[config.mk]
export PLATFORM = sky130hd
export DESIGN_NAME = lsu_ea_unit
export DESIGN_NICKNAME = d
export VERILOG_FILES = /design/src/rtl/lsu_ea_pkg.sv /design/src/rtl/lsu_ea_adder.sv /design/src/rtl/lsu_ea_align.sv /design/src/rtl/lsu_ea_unit.sv
export SDC_FILE = /design/constraint.sdc
export NUM_CORES = 1
export LEC_CHECK = 0
export BUFFER_PORTS_ARGS = -buffer_cell sky130_fd_sc_hd__buf_4
export CORE_AREA = 5 5 123 125
export CTS_BUF_LIST = sky130_fd_sc_hd__clkbuf_2 sky130_fd_sc_hd__clkbuf_4 sky130_fd_sc_hd__clkbuf_8
export DETAILED_ROUTE_END_ITERATION = 16
export DIE_AREA = 0 0 128 130
export PLACE_DENSITY = 0.6
export SLEW_MARGIN = 0
export SYNTH_ARGS = -nofsm -noshare
export SYNTH_HDL_FRONTEND = slang
export SYNTH_SLANG_ARGS = --single-unit
[constraint.sdc]
create_clock -name clk -period 3.8 [get_ports clk]
set_input_delay 0.76 -clock clk [delete_from_list [all_inputs] [get_ports clk]]
set_output_delay 0.76 -clock clk [all_outputs]
set_load 0.03 [all_outputs]
[src/rtl/lsu_ea_pkg.sv]
package lsu_ea_pkg;

  // Operand length code carried on req_size.
  typedef enum logic [1:0] {
    SZ_BYTE  = 2'd0,
    SZ_HALF  = 2'd1,
    SZ_WORD  = 2'd2,
    SZ_DWORD = 2'd3
  } acc_size_e;

  // Width of the naturally aligned block that halfword/word may not cross.
  localparam int unsigned BLOCK_BYTES = 8;
  localparam int unsigned BLOCK_LSB_W = $clog2(BLOCK_BYTES);

  typedef struct packed {
    logic [31:0] ea;
    logic        wrap;
    logic        align_exc;
  } ea_result_t;

endpackage

[src/rtl/lsu_ea_adder.sv]
module lsu_ea_adder #(
  parameter int unsigned AW     = 32,
  parameter int unsigned DISP_W = 16,
  parameter int unsigned RIDX_W = 5
) (
  input  logic [RIDX_W-1:0] ra_idx,
  input  logic [AW-1:0]     ra_val,
  input  logic [AW-1:0]     rb_val,
  input  logic [DISP_W-1:0] disp,
  input  logic              use_index,
  output logic [AW-1:0]     ea
);

  logic [AW-1:0] base_term;
  logic [AW-1:0] disp_ext;
  logic [AW-1:0] offset_term;

  // Register number zero stands for the literal value zero.
  assign base_term = (ra_idx == '0) ? '0 : ra_val;

  generate
    if (DISP_W < AW) begin : g_sext
      assign disp_ext = {{(AW-DISP_W){disp[DISP_W-1]}}, disp};
    end else begin : g_trunc
      assign disp_ext = disp[AW-1:0];
    end
  endgenerate

  assign offset_term = use_index ? rb_val : disp_ext;

  // Modulo 2^AW: the carry out is simply not kept.
  assign ea = base_term + offset_term;

endmodule

[src/rtl/lsu_ea_align.sv]
module lsu_ea_align
  import lsu_ea_pkg::*;
#(
  parameter int unsigned AW = 32
) (
  input  logic [AW-1:0] ea,
  input  acc_size_e     size,
  input  logic          string_multi,
  output logic          wrap,
  output logic          align_exc
);

  localparam int unsigned LEN_W = BLOCK_LSB_W + 2;

  logic [LEN_W-1:0] len;
  logic [AW-1:0]    len_m1;
  logic [AW:0]      last_byte;
  logic [LEN_W-1:0] end_in_block;
  logic             misaligned;
  logic             crosses_block;

  assign len    = LEN_W'(1) << size;
  assign len_m1 = AW'(len) - AW'(1);

  // Address of the last operand byte; a carry means the operand wrapped.
  assign last_byte = {1'b0, ea} + {1'b0, len_m1};
  assign wrap      = last_byte[AW];

  assign misaligned    = (ea[BLOCK_LSB_W-1:0] & len_m1[BLOCK_LSB_W-1:0]) != '0;
  assign end_in_block  = LEN_W'(ea[BLOCK_LSB_W-1:0]) + len;
  assign crosses_block = end_in_block > LEN_W'(BLOCK_BYTES);

  always_comb begin
    align_exc = 1'b0;
    if (!string_multi && misaligned) begin
      unique case (size)
        SZ_DWORD:        align_exc = 1'b1;
        SZ_HALF, SZ_WORD: align_exc = crosses_block;
        default:         align_exc = 1'b0;
      endcase
    end
  end

endmodule

[src/rtl/lsu_ea_unit.sv]
module lsu_ea_unit
  import lsu_ea_pkg::*;
#(
  parameter int unsigned AW     = 32,
  parameter int unsigned DISP_W = 16,
  parameter int unsigned RIDX_W = 5
) (
  input  logic              clk,
  input  logic              rst_n,
  input  logic              req_valid,
  output logic              req_ready,
  input  logic [RIDX_W-1:0] req_ra_idx,
  input  logic [AW-1:0]     req_ra_val,
  input  logic [AW-1:0]     req_rb_val,
  input  logic [DISP_W-1:0] req_disp,
  input  logic              req_use_index,
  input  logic [1:0]        req_size,
  input  logic              req_little_endian,
  input  logic              req_string_multi,
  output logic              rsp_valid,
  input  logic              rsp_ready,
  output logic [AW-1:0]     rsp_ea,
  output logic              rsp_wrap,
  output logic              rsp_align_exc
);

  logic [AW-1:0] ea_next;
  logic          wrap_next;
  logic          exc_next;
  logic          accept;
  logic          unused_le;

  // Byte order does not enter any rule of this stage.
  assign unused_le = req_little_endian;

  lsu_ea_adder #(
    .AW     (AW),
    .DISP_W (DISP_W),
    .RIDX_W (RIDX_W)
  ) u_adder (
    .ra_idx    (req_ra_idx),
    .ra_val    (req_ra_val),
    .rb_val    (req_rb_val),
    .disp      (req_disp),
    .use_index (req_use_index),
    .ea        (ea_next)
  );

  lsu_ea_align #(
    .AW (AW)
  ) u_align (
    .ea           (ea_next),
    .size         (acc_size_e'(req_size)),
    .string_multi (req_string_multi),
    .wrap         (wrap_next),
    .align_exc    (exc_next)
  );

  assign req_ready = !rsp_valid || rsp_ready;
  assign accept    = req_valid && req_ready;

  always_ff @(posedge clk or negedge rst_n) begin
    if (!rst_n) begin
      rsp_valid     <= 1'b0;
      rsp_ea        <= '0;
      rsp_wrap      <= 1'b0;
      rsp_align_exc <= 1'b0;
    end else if (accept) begin
      rsp_valid     <= 1'b1;
      rsp_ea        <= ea_next;
      rsp_wrap      <= wrap_next;
      rsp_align_exc <= exc_next;
    end else if (rsp_ready) begin
      rsp_valid     <= 1'b0;
    end
  end

endmodule

==> results.cfg <==
[place]
dpl.hpwl_um = 13320
io_buffers = 128
numPlacedInstances = 1050
placed_area_mm2 = 0.007079
place_congestion = 0.9155

[logic_synthesis]
avgSynthCellArea_um2 = 8.020
ys_ff_latch = 35
yosysTopAreaCell = ha_1
syn_area_mm2 = 0.004740
synth_top_area_share_pct = 19.01
synth_area_leaders = ha_1, dfrtp_1, nand2_1
yosys_warnings = 0
dominantRegCellSynth = dfrtp_1
netlist_instances = 591
yosysUniqueCellTypes = 65
synth-edff-count = 0
yosysSeqAreaShare_pct = 18.48
synthArstFlopShare_pct = 100.0

[setup_path]
crit_fanout = 13
reg2reg_depth = 6
arrival_ps = 4380
worst_setup_path_end_kind = flip-flop
path_class = input port to flip-flop
reg2reg_slack_ps = 1730
r2r_end = rsp_wrap
worstPathRequired_ps = 4010
r2r-start = rsp_valid
start_kind = input port

[final_layout]
design_area_mm2 = 0.007388
drive_gt1_share_pct = 41.34
fillers = 1346
syn_to_final_growth_pct = 55.89
final_common_cell = buf_4
mostFrequentLayoutCells = buf_4, nand2_1, ha_1
layout.cells.non_filler = 1063
num_antenna_cells = 0
nets = 1050

[timing]
setup_ws_ps = -373.7
clock.fmax_mhz = 239.6
relSlewSlack_pct = 49.89
final_max_slew_viol_count = 0
final_hold_viol_count = 0
rsz0062_at_grt = yes
tightestPinTransition_ps = 749.9
period_needed_ps = 4174
fin_crit_sh_pct = 109.8
setup_viol = 1
fin_skew_ps = 9.747

[route]
wire_per_inst_um = 14.75
vias_per_cell = 4.909
ant_nets = 0
drt_iter0_markers = 193
drc_errors = 0
first_pass_iters = 4
wirelength_um = 15680
num_vias = 5218

[floorplan]
start_util_pct = 34.41
die_x_um = 128
die-area_mm2 = 0.01664
core_area_mm2 = 0.01377
rows = 43
die_h_um = 130
ioPinCount = 130

[global_routing]
grt_pass1_wl_um = 25890
grt_overflow = 0
antenna_found_initial = 0
grt_util_all_layers_pct = 18.97
grt_pass1_vias = 5531
grt_max_degree = 36

[status]
status = complete, but fails checks
violations = negative setup slack

[power]
power_density_mw_per_mm2 = 367.4
ir_worst_vdd_mv = 0.1588
p_leak_nw = 3.835
power_w = 0.002715

[clocking]
cts.sinks = 35
clk_pin_slew_ps = 90
htree_levels = 2
cts_tree = built
clk_latency_ps = 300
cts_buffer_depth = 2
numCtsBuffers = 5
hold_buffers = 0
cts_root_buffer = clkbuf_8

[job]
drv_cap = 0

[min_path]
hold_path.class = input port to asynchronous set/reset pin
==> synth_stat cells, drive strengths merged, types with 2 or more instances <==
master  instances
a211o           3
a21oi          46
o211ai          5
clkbuf         20
buf             7
and3            3
fa              2
dfrtp          35
nand2         100
a21boi          2
mux2           26
xor2           11
o221ai          2
xnor2          19
and4            4
nand2b          4
or2             3
o21bai          3
inv            18
mux2i           4
a311oi          2
o31ai           4
a211oi          4
nand3          11
and2            3
nor2           29
o21ai          28
o22ai           2
nor3            9
ha             72
or4             3
o21a            6
nor2b          35
nor3b           2
nand4          15
nor4            2
a21o           29
a31oi           5
==> cells by family after synthesis <==
group | after synthesis | synth area share (%)
xor+xnor | 30 | 5.544
mux | 30 | 7.022
other cells | 1 | 0.07912
flops | 35 | 18.48
buf+inv | 45 | 4.382
simple gates | 227 | 23.63
compound gates | 149 | 21.01
fa+ha+maj | 74 | 19.85
==> worst max path at each step <==
stage | start | end | slack [ps] | cells after the start
after global placement | req_ra_idx[0] | rsp_wrap | -820 | 19
after floorplan | req_ra_idx[0] | rsp_wrap | -340 | 18
final | req_ra_idx[0] | rsp_wrap | -370 | 20
after global routing | req_ra_idx[0] | rsp_wrap | -630 | 21
after detailed placement | req_ra_idx[0] | rsp_wrap | -920 | 20
after CTS | req_ra_idx[0] | rsp_wrap | -370 | 19
==> through the flow <==
| step | setup slack, ps | TNS (ps) | hold slack [ps] | util, % |
|---|---|---|---|---|
| after global placement | -817.2 | -3747 | 459.2 | 51.40 |
| after CTS | -366.9 | -366.9 | 424.0 | 52.70 |
| after global routing | -627.9 | -934.2 | 445.2 | 53.64 |
| after detailed placement | -922.0 | -4245 | 467.2 | 51.40 |
| after floorplan | -344.5 | -344.5 | 464.4 | - |
| final | -373.7 | -373.7 | 411.7 | 53.64 |
==> worst max-delay path, stage by stage <==
cell and delay (ps):
buf_4 110, or4_4 560, nor2_4 170, buf_12 140, nor2b_1 50, ha_1 370
buf_4 150, nand2_1 50, o21bai_2 170, a21oi_2 110, a2111oi_4 420, nor3_1 80
buf_4 150, o21ai_1 180, xor2_1 170, ha_1 170, nand4_1 140, nor2_2 190
nand2_1 80, o31ai_2 180
==> where the power goes <==
group          leakage, nW  switching [W]  internal [W]  total (W)
logic                 3.36       0.000923      0.000900    0.00182
clock network       0.0581       0.000157      0.000196   0.000353
registers            0.416      0.0000596      0.000479   0.000538
==> layer usage <==
layer	wire length [µm]	GRT usage, %	vias to the layer above	part of all wire (%)
met5	0	0	-	0
met4	207	4.806	0	1.3
met3	646	2.415	13	4.1
met2	7945	34.26	106	51
met1	6879	23.97	2424	44
li1	-	-	2675	-
==> what timing repair did <==
action	CTS	global route
setup endpoints to repair	4	8
pin swaps	8	16
gates cloned	0	0
gates resized for setup	12	23
buffers inserted	2	3
==> sequential cells by signal, indices dropped and copies added (netlist names) <==
| register | count |
|---|---|
| rsp_wrap | 1 |
| rsp_ea | 32 |
| rsp_align_exc | 1 |
| rsp_valid | 1 |
==> cell type report <==
type,count,area (µm²),share of cell area (%)
inverters,18,67.56,0.9145
repair buffers,285,2185,29.57
multi-input cells,537,3923,53.09
clock inverters,3,43.79,0.5927
flip-flops and latches,35,875.8,11.85
clock buffers,5,68.82,0.9314
well taps,180,225.2,3.048
(Power assumes the default switching activity.)
